===== src/rtl/fbb_pkg.sv =====
// Shared definitions for the framebuffer clear / sprite blitter.
// Assumes: nothing beyond the enum encoding being private to the block.
package fbb_pkg;
    typedef enum logic [2:0] {
        ST_IDLE,
        ST_CLEAR,
        ST_FETCH,
        ST_LATCH,
        ST_RD,
        ST_WR,
        ST_DONE
    } fbb_state_t;
endpackage


===== src/rtl/fbb_scan_ctr.sv =====
// Linear pixel scanner for the clear command.
// Steps through {x, y} as one counter, so y advances fastest.
// Assumes: restart and adv are never both needed in the same cycle.
module fbb_scan_ctr #(
    parameter int XW = 6,
    parameter int YW = 5
) (
    input  logic          clk,
    input  logic          rst_n,
    input  logic          restart,
    input  logic          adv,
    output logic [XW-1:0] x,
    output logic [YW-1:0] y,
    output logic          last
);
    localparam int NW = XW + YW;

    logic [NW-1:0] cnt_q;

    // Scan position: zeroed on restart, advanced once per clear cycle.
    always_ff @(posedge clk) begin
        if (!rst_n)       cnt_q <= '0;
        else if (restart) cnt_q <= '0;
        else if (adv)     cnt_q <= cnt_q + 1'b1;
    end

    assign x    = cnt_q[NW-1:YW];
    assign y    = cnt_q[YW-1:0];
    assign last = &cnt_q;
endmodule


===== src/rtl/fbb_walker.sv =====
// Row/column position inside a sprite being drawn.
// The column wraps after SW bits and then the row advances.
// Assumes: SW is a power of two no larger than 2**CW.
module fbb_walker #(
    parameter int RW = 4,
    parameter int CW = 3,
    parameter int SW = 8
) (
    input  logic          clk,
    input  logic          rst_n,
    input  logic          restart,
    input  logic          step,
    output logic [RW-1:0] row,
    output logic [CW-1:0] col,
    output logic          col_last
);
    logic [RW-1:0] row_q;
    logic [CW-1:0] col_q;

    assign col_last = (col_q == CW'(SW - 1));
    assign row      = row_q;
    assign col      = col_q;

    // Position update: one step per written pixel.
    always_ff @(posedge clk) begin
        if (!rst_n || restart) begin
            row_q <= '0;
            col_q <= '0;
        end else if (step) begin
            if (col_last) begin
                col_q <= '0;
                row_q <= row_q + 1'b1;
            end else begin
                col_q <= col_q + 1'b1;
            end
        end
    end
endmodule


===== src/rtl/fbb_row_shift.sv =====
// Holds the current sprite byte and presents its next bit, MSB first.
// Assumes: load and shift are never both asserted.
module fbb_row_shift #(
    parameter int SW = 8
) (
    input  logic          clk,
    input  logic          rst_n,
    input  logic          load,
    input  logic          shift,
    input  logic [SW-1:0] din,
    output logic          msb
);
    logic [SW-1:0] sr_q;

    // Byte register: captures a fetched row, then shifts left per pixel.
    always_ff @(posedge clk) begin
        if (!rst_n)     sr_q <= '0;
        else if (load)  sr_q <= din;
        else if (shift) sr_q <= {sr_q[SW-2:0], 1'b0};
    end

    assign msb = sr_q[SW-1];
endmodule


===== src/rtl/fb_blitter.sv =====
// Framebuffer clear and XOR sprite blitter over a one-pixel memory port.
// Clear: one zero write per cycle over all pixels.
// Draw: per row, one fetch cycle, one latch cycle, then read+write per pixel.
// Assumes: sprite and pixel memories return read data one cycle after the strobe.
module fb_blitter #(
    parameter int XW = 6,
    parameter int YW = 5,
    parameter int AW = 12,
    parameter int RW = 4,
    parameter int SW = 8
) (
    input  logic          clk,
    input  logic          rst_n,
    input  logic          clr_start,
    input  logic          draw_start,
    input  logic [XW-1:0] org_x,
    input  logic [YW-1:0] org_y,
    input  logic [RW-1:0] row_cnt,
    input  logic [AW-1:0] spr_base,
    output logic          spr_rd,
    output logic [AW-1:0] spr_addr,
    input  logic [SW-1:0] spr_data,
    output logic [XW-1:0] fb_x,
    output logic [YW-1:0] fb_y,
    output logic          fb_re,
    output logic          fb_we,
    output logic          fb_wdata,
    input  logic          fb_rdata,
    output logic          busy,
    output logic          done,
    output logic          collision
);
    import fbb_pkg::*;

    localparam int CW = $clog2(SW);

    fbb_state_t    state_q, state_d;
    logic [XW-1:0] ox_q;
    logic [YW-1:0] oy_q;
    logic [AW-1:0] base_q;
    logic [RW-1:0] nrows_q;
    logic          coll_q;

    logic          start_ok;
    logic [XW-1:0] scan_x;
    logic [YW-1:0] scan_y;
    logic          scan_last;
    logic [RW-1:0] row;
    logic [CW-1:0] col;
    logic          col_last;
    logic          row_last;
    logic          spr_bit;
    logic [XW-1:0] pix_x;
    logic [YW-1:0] pix_y;

    assign start_ok = (state_q == ST_IDLE) && (clr_start || draw_start);
    assign row_last = (row == nrows_q - RW'(1));
    assign pix_x    = ox_q + XW'(col);
    assign pix_y    = oy_q + YW'(row);

    fbb_scan_ctr #(.XW(XW), .YW(YW)) u_scan (
        .clk     (clk),
        .rst_n   (rst_n),
        .restart (start_ok),
        .adv     (state_q == ST_CLEAR),
        .x       (scan_x),
        .y       (scan_y),
        .last    (scan_last)
    );

    fbb_walker #(.RW(RW), .CW(CW), .SW(SW)) u_walk (
        .clk      (clk),
        .rst_n    (rst_n),
        .restart  (start_ok),
        .step     (state_q == ST_WR),
        .row      (row),
        .col      (col),
        .col_last (col_last)
    );

    fbb_row_shift #(.SW(SW)) u_shift (
        .clk   (clk),
        .rst_n (rst_n),
        .load  (state_q == ST_LATCH),
        .shift (state_q == ST_WR),
        .din   (spr_data),
        .msb   (spr_bit)
    );

    // Command sequencing; clear wins when both starts arrive together.
    always_comb begin
        state_d = state_q;
        case (state_q)
            ST_IDLE: begin
                if (clr_start)       state_d = ST_CLEAR;
                else if (draw_start) state_d = (row_cnt == '0) ? ST_DONE : ST_FETCH;
            end
            ST_CLEAR: if (scan_last) state_d = ST_DONE;
            ST_FETCH: state_d = ST_LATCH;
            ST_LATCH: state_d = ST_RD;
            ST_RD:    state_d = ST_WR;
            ST_WR: begin
                if (col_last) state_d = row_last ? ST_DONE : ST_FETCH;
                else          state_d = ST_RD;
            end
            ST_DONE:  state_d = ST_IDLE;
            default:  state_d = ST_IDLE;
        endcase
    end

    // State register.
    always_ff @(posedge clk) begin
        if (!rst_n) state_q <= ST_IDLE;
        else        state_q <= state_d;
    end

    // Command operands, captured when a command is accepted.
    always_ff @(posedge clk) begin
        if (!rst_n) begin
            ox_q    <= '0;
            oy_q    <= '0;
            base_q  <= '0;
            nrows_q <= '0;
        end else if (start_ok) begin
            ox_q    <= org_x;
            oy_q    <= org_y;
            base_q  <= spr_base;
            nrows_q <= row_cnt;
        end
    end

    // Collision flag: cleared on acceptance, set when a lit pixel goes dark.
    always_ff @(posedge clk) begin
        if (!rst_n)                                          coll_q <= 1'b0;
        else if (start_ok)                                   coll_q <= 1'b0;
        else if (state_q == ST_WR && fb_rdata && spr_bit)    coll_q <= 1'b1;
    end

    // Memory-port and status outputs decoded from the state.
    always_comb begin
        spr_rd   = (state_q == ST_FETCH);
        spr_addr = base_q + AW'(row);
        fb_re    = (state_q == ST_RD);
        fb_we    = (state_q == ST_CLEAR) || (state_q == ST_WR);
        fb_wdata = (state_q == ST_WR) && (fb_rdata ^ spr_bit);
        fb_x     = (state_q == ST_CLEAR) ? scan_x : pix_x;
        fb_y     = (state_q == ST_CLEAR) ? scan_y : pix_y;
        busy     = (state_q != ST_IDLE);
        done     = (state_q == ST_DONE);
    end

    assign collision = coll_q;
endmodule


===== config.mk =====
export PLATFORM = sky130hd
export DESIGN_NAME = fb_blitter
export DESIGN_NICKNAME = d
export VERILOG_FILES = /design/src/rtl/fbb_pkg.sv /design/src/rtl/fbb_scan_ctr.sv /design/src/rtl/fbb_walker.sv /design/src/rtl/fbb_row_shift.sv /design/src/rtl/fb_blitter.sv
export SDC_FILE = /design/constraint.sdc
export NUM_CORES = 1
export LEC_CHECK = 0
export BUFFER_PORTS_ARGS = -buffer_cell sky130_fd_sc_hd__buf_2
export CAP_MARGIN = 20
export CORE_AREA = 10 10 91 93
export DETAILED_ROUTE_END_ITERATION = 10
export DIE_AREA = 0 0 101 103
export PLACE_DENSITY = 0.75
export SETUP_SLACK_MARGIN = 0.3
export SYNTH_ARGS = -nofsm -noshare
export SYNTH_HDL_FRONTEND = slang
export SYNTH_HIERARCHICAL = 1
export SYNTH_SLANG_ARGS = --single-unit

===== constraint.sdc =====
create_clock -name clk -period 2.7 [get_ports clk]
set_clock_uncertainty 0.2 [all_clocks]
set_input_delay 0.405 -clock clk [delete_from_list [all_inputs] [get_ports clk]]
set_output_delay 0.405 -clock clk [all_outputs]
set_load 0.05 [all_outputs]

==> Word level (Yosys, flattened, before mapping) <==
Index checks and enable logic that the tools add are counted.
{ "totals": {"word_cells": 57, "input_bits": 40, "output_inout_bits": 30, "ff_bits": 57} }
{ "op_classes": {"mux": 12, "n_addsub": 7, "eq_ne": 10, "n_reduce_logical": 16, "n_bitwise": 2} }
{ "op_table": {"columns": ["op", "count"], "rows": [
  ["2-to-1 mux 3 bit", 7],
  ["one-hot mux 3 bit (6 select lines)", 1],
  ["2-to-1 mux 8 bit", 2],
  ["adder 12 x 4 -> 12 bit", 1],
  ["== test 3 bit, second input constant", 4],
  ["adder 11 x 1 -> 11 bit, second input constant", 1],
  ["AND reduction 11 bit", 1],
  ["adder 6 x 3 -> 6 bit", 1],
  ["== test 3 x 2 -> 1 bit, second input constant", 2],
  ["2-to-1 mux 6 bit", 1],
  ["adder 5 x 4 -> 5 bit", 1],
  ["2-to-1 mux 5 bit", 1],
  ["adder 4 x 1 -> 4 bit, second input constant", 1],
  ["== test 4 bit", 1],
  ["logical AND 1 bit", 4],
  ["logical NOT 4 bit", 1],
  ["AND reduction 2 bit", 2],
  ["subtractor 4 x 1 -> 4 bit, second input constant", 1],
  ["adder 3 x 1 -> 3 bit, second input constant", 1],
  ["== test 3 x 1 -> 1 bit, second input constant", 1],
  ["logical NOT 3 bit", 1],
  ["logical OR 1 bit", 3],
  ["inequality test 3 bit, second input constant", 1],
  ["nonzero test 3 bit", 1],
  ["6 further kinds", 6]
]} }

==> Depth between registers and ports, before layout <==
Gate-level depths: netlist (run 1).
{ "logic_depth": {"ltp_word": 5, "ltp_mapped": 8, "depth_no_buf": 7} }

==> Modules after synthesis <==
The synthesis (run 1) kept the hierarchy.
{ "by_module_without_submodules": {"columns": ["mod", "seq_area_each_um2", "cells_each", "area_each_um2", "n_inst"], "rows": [
  ["fb_blitter", 620.6, 271, 2178.3, 1],
  ["fbb_scan_ctr", 220.2, 57, 514.2, 1],
  ["fbb_row_shift", 160.2, 35, 419.2, 1],
  ["fbb_walker", 140.1, 33, 329.1, 1]
]} }

==> Worst setup path before layout (run 1) <==
OpenSTA, ideal clock, no wires.
{ "synth_path": {"path_kind": "register -> output", "start": "reg u_walk.row_q[0] (netlist: u_walk/row[0])", "end": "out fb_y[4]", "t_arrival_ns": 2.442, "stages_incl_launch_ff": 8, "path_slack_ns": -0.347, "n_path_buf": 0, "required_ns": 2.095, "cell_sequence": "dfxtp_1 -> ha_1 -> inv_1 -> fa_1 -> nor2b_1 -> o21ai_0 -> nor4b_1 -> nor3_1"} }
{ "synth_via": {"elab_chain_len": 2} }
{ "synth_rtl": {"columns": ["item", "line", "source"], "rows": [
  ["start, declared", "fbb_walker.sv:17", "logic [RW-1:0] row_q;"],
  ["start signal, assigned", "fbb_walker.sv:32", "row_q <= row_q + 1'b1;"],
  ["adder 5 x 4 -> 5 bit", "fb_blitter.sv:59", "assign pix_y = oy_q + YW'(row);"],
  ["2-to-1 mux 5 bit", "fb_blitter.sv:147", "fb_y = (state_q == ST_CLEAR) ? scan_y : pix_y;"],
  ["end, declared", "fb_blitter.sv:24", "output logic [YW-1:0] fb_y,"]
]} }
No other way between the ends.

==> Final worst setup path (run 1) <==
{ "layout_path": {"start": "reg u_walk.row_q[0] (netlist: u_walk/row[0])", "end": "out spr_addr[6]"} }
{ "layout_via": {"elab_chain_len": 1} }
{ "layout_rtl": {"columns": ["item", "line", "source"], "rows": [
  ["adder 12 x 4 -> 12 bit", "fb_blitter.sv:142", "spr_addr = base_q + AW'(row);"],
  ["end, declared", "fb_blitter.sv:21", "output logic [AW-1:0] spr_addr,"]
]} }
No other way between the ends.

==> flow_summary.json, run 1 <==
{
  "start_kind": "flip-flop",
  "drt_iter0_markers": 146,
  "overflow": 0,
  "final_layout_size_suffix_gt1_share_pct": 40.9,
  "finish.utilization_pct": 69.9,
  "grt_use_met1_pct": 18.5,
  "fin_crit_sh_pct": 97.7,
  "synth_edf_count": 0,
  "cts_max_level": 3,
  "synthCells": 396,
  "synth.area.top_cells": "dfxtp_1 (33%), nand2_1 (7.9%), a21boi_2 (6.2%), ha_1 (6.2%), xor2_1 (4.1%)",
  "post_drt_wl_per_cell_um": 15.6,
  "syn_area_per_cell_um2": 8.69,
  "grt_max_degree": 32,
  "drt_pass1_iterations": 4,
  "antennaDiodeCount": 0,
  "power_density_nw_per_um2": 969,
  "cts.clk_slew.worst_paths_ps": 70,
  "fmax_ghz": 0.379,
  "reg2reg_slack_ps": 450,
  "place_congestion": 0.829,
  "worstSetupPathType": "flip-flop to output pin",
  "slew-limit-headroom_pct": 56.6,
  "worst_pin_slew_ps": 650,
  "vias": 3069,
  "whs_ps": 92.0,
  "totalWireLength_um": 8810,
  "crit_fanout": 4,
  "ys.flop_type": "dfxtp_1",
  "io_buffers": 69,
  "ys_async_sr_fraction_pct": 0,
  "slowest_stage": "dfxtp_4",
  "yosysTopAreaCellShare_pct": 33.2,
  "grt_pass1_wl_um": 14000,
  "syn2layout_area_growth_pct": 33.4,
  "detail-route-antenna-nets": 0,
  "setup_slack_ps": 60.9,
  "cp.arrival_ps": 2030,
  "hold_viol": 0,
  "synth_top_cell_by_area": "dfxtp_1",
  "die_width_um": 101,
  "numCtsBuffers": 9,
  "clock_latency_ps": 350,
  "ys_types": 54,
  "tns_ps": 0,
  "crit_chain": "ha_4 -> inv_2 -> fa_2 -> nor2b_4 -> o21ai_4 -> a21oi_4 -> xor2_4 -> buf_6",
  "grt_use_met3_pct": 5.63,
  "worstPathRequired_ps": 2100,
  "worstSetupEndpointType": "output pin",
  "drc": 0,
  "status": "finished clean",
  "initial_core_util_pct": 52.4,
  "core_area_um2": 6570,
  "synth_seq_area_share_pct": 33.2,
  "dieArea_um2": 10400,
  "synth_commonest_cells": "nand2_1 (72), dfxtp_1 (57), nor2_1 (27)",
  "post-route-min-period_ps": 2640,
  "max_stage_delay_ps": 370,
  "final_nets": 539,
  "power.total_mw": 4.45,
  "via_per_inst": 5.44,
  "boundaryPins": 70,
  "cts_tree": "done",
  "p_leak_nw": 1.98,
  "synth_nets": 456,
  "rsz0062_at_grt": "yes",
  "setup_viol": 0,
  "finalInstanceArea_um2": 4590,
  "grt_usage_pct": 16.8,
  "first_global_vias": 2993,
  "dp.cells": 532,
  "ys_ff_latch": 57,
  "dpl.hpwl_um": 6010,
  "place_ws_ps": 172,
  "stdcell_count": 564,
  "rows": 30,
  "grt_antenna_before_repair": 0,
  "cts_sinks": 57,
  "maxCapViolCount": 0,
  "slew_viol_final": 0,
  "synth.most_common_cell": "nand2_1",
  "grt_util_met2_pct": 29.1,
  "grt-busiest-layer": "met2",
  "placed_area_um2": 3910,
  "vdd_drop_max_mv": 1.15,
  "yosysWarningCount": 6,
  "fp.dieH_um": 103,
  "synthesis.area_um2": 3440,
  "cts_buffer_depth": 2,
  "hp-class": "primary input to flip-flop",
  "root_buffer": "clkbuf_8"
}
[cells by family after synthesis]
logic type	Yosys count	synth area share, %
compound gates	85	19.1
xor+xnor	28	7.13
fa+ha+maj	20	7.93
buf+inv	40	7.09
flops	57	33.2
mux	11	4.22
simple gates	155	21.4
[what timing repair did]
item,CTS,global route
setup endpoints to repair,21,24
buffers inserted,9,7
hold buffers,0,0
hold endpoints to repair,0,0
pin swaps,24,11
gates resized for setup,66,36
[where the power goes]
| part | leakage (nW) | switching (mW) | internal, mW |
|---|---|---|---|
| Clock | 0.102 | 0.349 | 0.431 |
| Combinational | 1.41 | 1.54 | 0.892 |
| Sequential | 0.471 | 0.212 | 1.03 |
[cell type report]
class | count | area [µm²]
Inverter | 20 | 82.6
Fill cell | 469 | 1980
Timing Repair Buffer | 92 | 646
Multi-Input combinational cell | 299 | 2400
Tap cell | 80 | 100
Clock inverter | 2 | 10.0
Clock buffer | 14 | 183
Sequential cell | 57 | 1170
[routing by layer]
layer / up-vias / part of all wire, %
li1: 1518 / -
met1: 1442 / 41
met2: 91 / 50
met3: 18 / 6.9
met4: 0 / 2.6
met5: - / 0
[critical path: cells and delay by family, from the launching register on]
kind,cells,cell delay (ps)
xor+xnor,1,160
fa+ha+maj,2,500
buf+inv,2,210
flops,1,370
simple gates,1,140
compound gates,2,300
[layout by cell type, fill, tap and decap left out, types with 7 or more instances in the layout]
| cell type | Yosys | final |
|---|---|---|
| dfxtp_1 | 57 | 46 |
| a21boi_2 | 19 | 19 |
| inv_1 | 18 | 14 |
| nand3_1 | 12 | 11 |
| mux2_4 | 7 | 7 |
| buf_2 | 4 | 48 |
| xor2_1 | 16 | 11 |
| ha_1 | 17 | 9 |
| a21oi_1 | 20 | 13 |
| xnor2_1 | 12 | 7 |
| nor2_1 | 27 | 27 |
| buf_4 | 0 | 23 |
| a21boi_0 | 10 | 8 |
| o211a_1 | 7 | 7 |
| ha_4 | 0 | 8 |
| nand2_1 | 72 | 71 |
| clkbuf_8 | 0 | 13 |
| buf_6 | 8 | 18 |
| nand2b_1 | 12 | 11 |
[path summary, 6_finish.rpt]
path	start	endpoint	depth (start not counted)
hold / removal	org_y[3]	oy_q[3]$_SDFFE_PN0P_	3
setup / recovery	u_walk/row[0]$_SDFFE_PP0P_	spr_addr[6]	8
setup reg to reg	state_q[0]$_SDFFE_PN0P_	u_walk/row[0]$_SDFFE_PP0P_	6
hold reg to reg	nrows_q[3]$_SDFFE_PN0P_	nrows_q[3]$_SDFFE_PN0P_	2
[flip-flops by register name, indices dropped and copies added, names as in the netlist, 3 cells and up]
name and cells:
base_q 12, nrows_q 4, ox_q 6, oy_q 5, state_q 3, u_scan/cnt_q 11
u_shift/sr_q 8, u_walk/col 3, u_walk/row 4
Power figures use the tool's default switching activity.
==> run 2, diff against run 1 <==
--- a/config.mk
+++ b/config.mk
@@ -7,10 +7,10 @@
 export LEC_CHECK = 0
 export BUFFER_PORTS_ARGS = -buffer_cell sky130_fd_sc_hd__buf_2
 export CAP_MARGIN = 20
-export CORE_AREA = 10 10 91 93
+export CORE_AREA = 10 10 94 96
 export DETAILED_ROUTE_END_ITERATION = 10
-export DIE_AREA = 0 0 101 103
-export PLACE_DENSITY = 0.75
+export DIE_AREA = 0 0 104 106
+export PLACE_DENSITY = 0.7
 export SETUP_SLACK_MARGIN = 0.3
 export SYNTH_ARGS = -nofsm -noshare
 export SYNTH_HDL_FRONTEND = slang
==> run 2 against run 1 <==
- utilization is 3.9 points lower
- global-route usage is 1.4 points lower
- critical path depth stayed put
- first-iteration DRC count is 3.4% higher
- register-to-register slack worse by 30 ps
- critical path type unchanged
- largest cell class unchanged
- largest power group unchanged
==> flow_summary.json, run 2 (synthesized netlist as in run 1, its figures left out) <==
{
  "status": "finished clean",
  "dpl.hpwl_um": 5870,
  "slowest_stage": "dfxtp_4",
  "cts_max_level": 3,
  "layout_common_cells": "nand2_1 (71), buf_2 (48), dfxtp_1 (44), nor2_1 (27)",
  "grt_max_degree": 32,
  "first_global_vias": 3028,
  "vdd_drop_max_mv": 1.07,
  "power_density_nw_per_um2": 976,
  "fp.dieH_um": 106,
  "cts_buffer_depth": 2,
  "slew_viol_final": 0,
  "setup_slack_ps": 43.2,
  "p_seq_share_pct": 27.3,
  "layout.cells.most_common": "nand2_1",
  "place_congestion": 0.822,
  "cp.arrival_ps": 2050,
  "io_buffers": 69,
  "root_buffer": "clkbuf_8",
  "worstSetupPathType": "flip-flop to output pin",
  "fillers": 568,
  "p_leak_nw": 1.98,
  "ctsHoldBuffers": 0,
  "boundaryPins": 70,
  "die_width_um": 104,
  "worst_pin_slew_ps": 702,
  "maxCapViolCount": 0,
  "rows": 31,
  "cts_sinks": 57,
  "clock_latency_ps": 340,
  "grt_antenna_before_repair": 0,
  "slew-limit-headroom_pct": 53.2,
  "fin_crit_sh_pct": 98.4,
  "post_drt_wl_per_cell_um": 15.2,
  "grt_pass1_wl_um": 14100,
  "setup_viol": 0,
  "crit_chain": "ha_4 -> inv_2 -> fa_2 -> nor2b_4 -> o21ai_4 -> a21boi_4 -> xor2_4 -> buf_6",
  "p_switching_mw": 2.11,
  "drc": 0,
  "start_kind": "flip-flop",
  "largestRegisters": "base_q: 12 flops, u_scan/cnt_q: 11 flops, u_shift/sr_q: 8 flops",
  "p_comb_share_pct": 54.2,
  "p_int_mw": 2.43,
  "final_nets": 537,
  "post-route-min-period_ps": 2660,
  "initial_core_util_pct": 48.7,
  "p_clk_share_pct": 18.5,
  "dieArea_um2": 11000,
  "regMostFlops": "base_q",
  "via_per_inst": 5.12,
  "regArea_um2": 1170,
  "grt_usage_pct": 15.3,
  "overflow": 0,
  "multi_input_area_um2": 2440,
  "place_ws_ps": 169,
  "drt_iter0_markers": 151,
  "rsz0062_at_grt": "yes",
  "totalWireLength_um": 8850,
  "largest_reg_flops": 12,
  "swShare_pct": 46.5,
  "hp-class": "primary input to flip-flop",
  "drt_pass1_iterations": 4,
  "max_stage_delay_ps": 390,
  "worstSetupEndpointType": "output pin",
  "whs_ps": 101,
  "final_layout_size_suffix_gt1_share_pct": 41.1,
  "detail-route-antenna-nets": 0,
  "vias": 2972,
  "worstPathRequired_ps": 2100,
  "hold_viol": 0,
  "cts_tree": "done",
  "core_area_um2": 7060,
  "fmax_ghz": 0.376,
  "numCtsBuffers": 9,
  "cts.clk_slew.worst_paths_ps": 70,
  "crit_fanout": 4,
  "syn2layout_area_growth_pct": 35.3,
  "antennaDiodeCount": 0
}
-- run 2: routing by layer --
| layer | part of all wire, % | up-vias | global-route usage (%) |
|---|---|---|---|
| li1 | - | 1512 | - |
| met3 | 4.1 | 12 | 4.05 |
| met1 | 44 | 1380 | 17.5 |
| met2 | 51 | 68 | 26.5 |
| met4 | 1.6 | 0 | 6.66 |
| met5 | 0 | - | 0 |
-- run 2: per-stage QoR --
step                      setup TNS, ps  utilization, %  area, µm²  total power, mW  cells
after global routing              -63.2            66.0       4660             4.82    581
after detailed placement              0            55.6       3930             3.38    550
after floorplan                       0               -       3580             3.06    396
final                                 0            66.0       4660             4.55    581
after global placement                0            55.6       3930             3.35    550
after CTS                             0            63.6       4490             4.45    577
-- run 2: repair_timing --
action,CTS,global route
buffers inserted,11,4
pin swaps,24,20
gates resized for setup,74,35
endpoints found under the setup margin,21,31
endpoints found under the hold margin,0,0
-- run 2: power by group through the flow --
stage / registers [mW] / clock network (mW) / logic, mW
2_1_floorplan: 1.17 / 0 / 1.89
3_3_place_gp: 1.22 / 0 / 2.13
3_5_place_dp: 1.22 / 0 / 2.15
4_1_cts: 1.23 / 0.849 / 2.38
5_1_grt: 1.27 / 0.892 / 2.66
6_report: 1.24 / 0.842 / 2.46
-- run 2: worst paths after layout --
kind	start	to	slack, ps	cells after the start
worst max-delay path	u_walk/row[0]$_SDFFE_PP0P_	spr_addr[10]	40	8
worst min-delay path	spr_base[10]	base_q[10]$_SDFFE_PN0P_	100	3
worst max register to register	state_q[0]$_SDFFE_PN0P_	u_walk/row[3]$_SDFFE_PP0P_	420	6
worst min register to register	nrows_q[3]$_SDFFE_PN0P_	nrows_q[3]$_SDFFE_PN0P_	290	2
-- run 2: layout make-up --
class,count,area share [%]
clock buffer,14,3.71
clock inverter,2,0.752
sequential,57,25.1
timing repair buffer,90,13.5
tap,99,2.66
multi-input combinational,299,52.4
inverter,20,1.83
-- run 2: critical path: cells and delay by family, from the launching register on --
family	cells	cell delay (ps)
XOR/XNOR	1	160
buffers and inverters	2	210
AO/OA/AOI/OAI	2	290
AND/OR/NAND/NOR	1	150
adder cells (fa/ha/maj)	2	510
flip-flops	1	390
==> run 3, diff against run 2 <==
--- a/config.mk
+++ b/config.mk
@@ -7,10 +7,12 @@
 export LEC_CHECK = 0
 export BUFFER_PORTS_ARGS = -buffer_cell sky130_fd_sc_hd__buf_2
 export CAP_MARGIN = 20
-export CORE_AREA = 10 10 94 96
+export CELL_PAD_IN_SITES_DETAIL_PLACEMENT = 0
+export CELL_PAD_IN_SITES_GLOBAL_PLACEMENT = 1
+export CORE_AREA = 10 10 103 105
 export DETAILED_ROUTE_END_ITERATION = 10
-export DIE_AREA = 0 0 104 106
-export PLACE_DENSITY = 0.7
+export DIE_AREA = 0 0 113 115
+export PLACE_DENSITY = 0.75
 export SETUP_SLACK_MARGIN = 0.3
 export SYNTH_ARGS = -nofsm -noshare
 export SYNTH_HDL_FRONTEND = slang
==> run 3 against run 2 <==
- critical path depth stayed put
- worst hold slack better by 9.7 ps
- maximum frequency is 2.0% higher
- worst setup slack better by 51 ps
- global-route usage is 2.2 points lower
- combinational power hardly changed
- routed wire length is 1.5% lower
==> flow_summary.json, run 3 (synthesized netlist as in run 1, its figures left out) <==
{
  "cp.arrival_ps": 2000,
  "crit_start": "u_walk/row[0]$_SDFFE_PP0P_",
  "p_comb_share_pct": 53.2,
  "worst_pin_slew_ps": 603,
  "largestRegisters": "base_q: 12 flops, u_scan/cnt_q: 11 flops, u_shift/sr_q: 8 flops",
  "totalWireLength_um": 8710,
  "clock_latency_ps": 330,
  "p_int_mw": 2.50,
  "drc": 0,
  "place_congestion": 0.772,
  "initial_core_util_pct": 40.2,
  "cts_buffer_depth": 2,
  "holdCritStartpoint": "org_x[0]",
  "root_buffer": "clkbuf_8",
  "crit_chain": "ha_4 -> inv_2 -> fa_2 -> nor2b_4 -> o21ai_4 -> a21oi_4 -> xor2_4 -> buf_6",
  "p_clk_share_pct": 20.4,
  "dpl.hpwl_um": 6410,
  "worstPathRequired_ps": 2100,
  "post-route-min-period_ps": 2610,
  "grt_usage_pct": 13.1,
  "detail-route-antenna-nets": 0,
  "worstSetupPathType": "flip-flop to output pin",
  "fp.dieH_um": 115,
  "maxCapViolCount": 0,
  "drt_pass1_iterations": 4,
  "grt_pass1_wl_um": 14100,
  "cts_sinks": 57,
  "path_buf_inv": 2,
  "setup_viol": 0,
  "p_switching_mw": 2.08,
  "cts.clk_slew.worst_paths_ps": 70,
  "rsz0062_at_grt": "yes",
  "largest_reg_flops": 12,
  "final_layout_size_suffix_gt1_share_pct": 38.9,
  "slew-limit-headroom_pct": 59.8,
  "cts_tree": "done",
  "syn2layout_area_growth_pct": 33.8,
  "cp_top_family": "adder cells",
  "hp-class": "primary input to flip-flop",
  "worstSetupEndpointType": "output pin",
  "dieArea_um2": 13000,
  "fillers": 831,
  "setup_slack_ps": 94.2,
  "fmax_ghz": 0.384,
  "place_ws_ps": 157,
  "layout.cells.most_common": "nand2_1",
  "vdd_drop_max_mv": 0.997,
  "numCtsBuffers": 9,
  "p_leak_nw": 1.98,
  "rows": 34,
  "regArea_um2": 1160,
  "max_stage_delay_ps": 370,
  "regMostFlops": "base_q",
  "hold_viol": 0,
  "vias": 2929,
  "cts_max_level": 3,
  "grt_antenna_before_repair": 0,
  "final_nets": 538,
  "slew_viol_final": 0,
  "die_width_um": 113,
  "layout_common_cells": "nand2_1 (71), buf_2 (49), dfxtp_1 (48), nor2_1 (27), buf_4 (26)",
  "swShare_pct": 45.5,
  "tns_ps": 0,
  "post_drt_wl_per_cell_um": 14.7,
  "core_area_um2": 8550,
  "fin_crit_sh_pct": 96.5,
  "status": "finished clean",
  "io_buffers": 69,
  "via_per_inst": 4.96,
  "power_density_nw_per_um2": 994,
  "grt_max_degree": 30,
  "antennaDiodeCount": 0,
  "rr_startpoint": "state_q[0]$_SDFFE_PN0P_",
  "p_seq_share_pct": 26.4,
  "overflow": 0,
  "boundaryPins": 70,
  "multi_input_area_um2": 2380,
  "slowest_stage": "dfxtp_4",
  "ctsHoldBuffers": 0,
  "start_kind": "flip-flop",
  "drt_iter0_markers": 113,
  "first_global_vias": 3000,
  "crit_fanout": 4
}
-- run 3: cell types whose count changed in the layout (fill, tap and decap cells not counted), sizes merged --
cell and change:
bufinv +1, clkinv -1, buf +1
-- run 3: worst register-to-register path: cells and delay by family (launching register included) --
family	cells	cell delay, ps
AND/OR/NAND/NOR	4	1250
buffers and inverters	2	320
flip-flops	1	310
-- run 3: what timing repair did --
| action | 4_1_cts | 5_1_grt |
|---|---|---|
| setup endpoints to repair | 21 | 20 |
| gates resized for setup | 65 | 19 |
| pin swaps | 15 | 10 |
| buffers inserted | 7 | 6 |
-- run 3: stage by stage --
step / total power, mW / util [%] / hold slack, ps / cells / area, µm²
floorplan: 3.06 / - / 248 / 396 / 3580
global placement: 3.40 / 46.3 / 263 / 562 / 3960
detailed placement: 3.43 / 46.3 / 269 / 562 / 3960
CTS: 4.58 / 52.4 / 90.2 / 585 / 4480
global route: 4.86 / 53.8 / 95.6 / 591 / 4600
finish: 4.58 / 53.8 / 110 / 591 / 4600
-- run 3: final timing paths --
check                           slack [ps]  depth (start not counted)                           end
worst max register to register         500                          6  u_scan/cnt_q[1]$_SDFFE_PP0P_
worst max-delay path                    90                          8                   spr_addr[6]
worst min register to register         280                          2          oy_q[3]$_SDFFE_PN0P_
worst min-delay path                   110                          3          ox_q[0]$_SDFFE_PN0P_
-- run 3: cell type report --
class	count	share of cell area [%]
Multi-Input combinational cell	299	51.6
Sequential cell	57	25.2
Timing Repair Buffer	91	13.3
Clock buffer	14	3.75
Tap cell	108	2.94
Inverter	20	1.85
Clock inverter	2	1.30
-- run 3: per-layer routing --
layer  GRT usage (%)  wire [µm]
met4            4.57        104
met5               0          0
met3            4.74        489
met2            22.7       4220
met1            14.7       3900
-- run 3: power by group through the flow --
stage / logic (mW) / clock network (mW) / registers, mW
6_report: 2.43 / 0.933 / 1.21
5_1_grt: 2.63 / 1.00 / 1.23
4_1_cts: 2.41 / 0.961 / 1.21
3_5_place_dp: 2.22 / 0 / 1.20
3_3_place_gp: 2.20 / 0 / 1.20
2_1_floorplan: 1.89 / 0 / 1.17
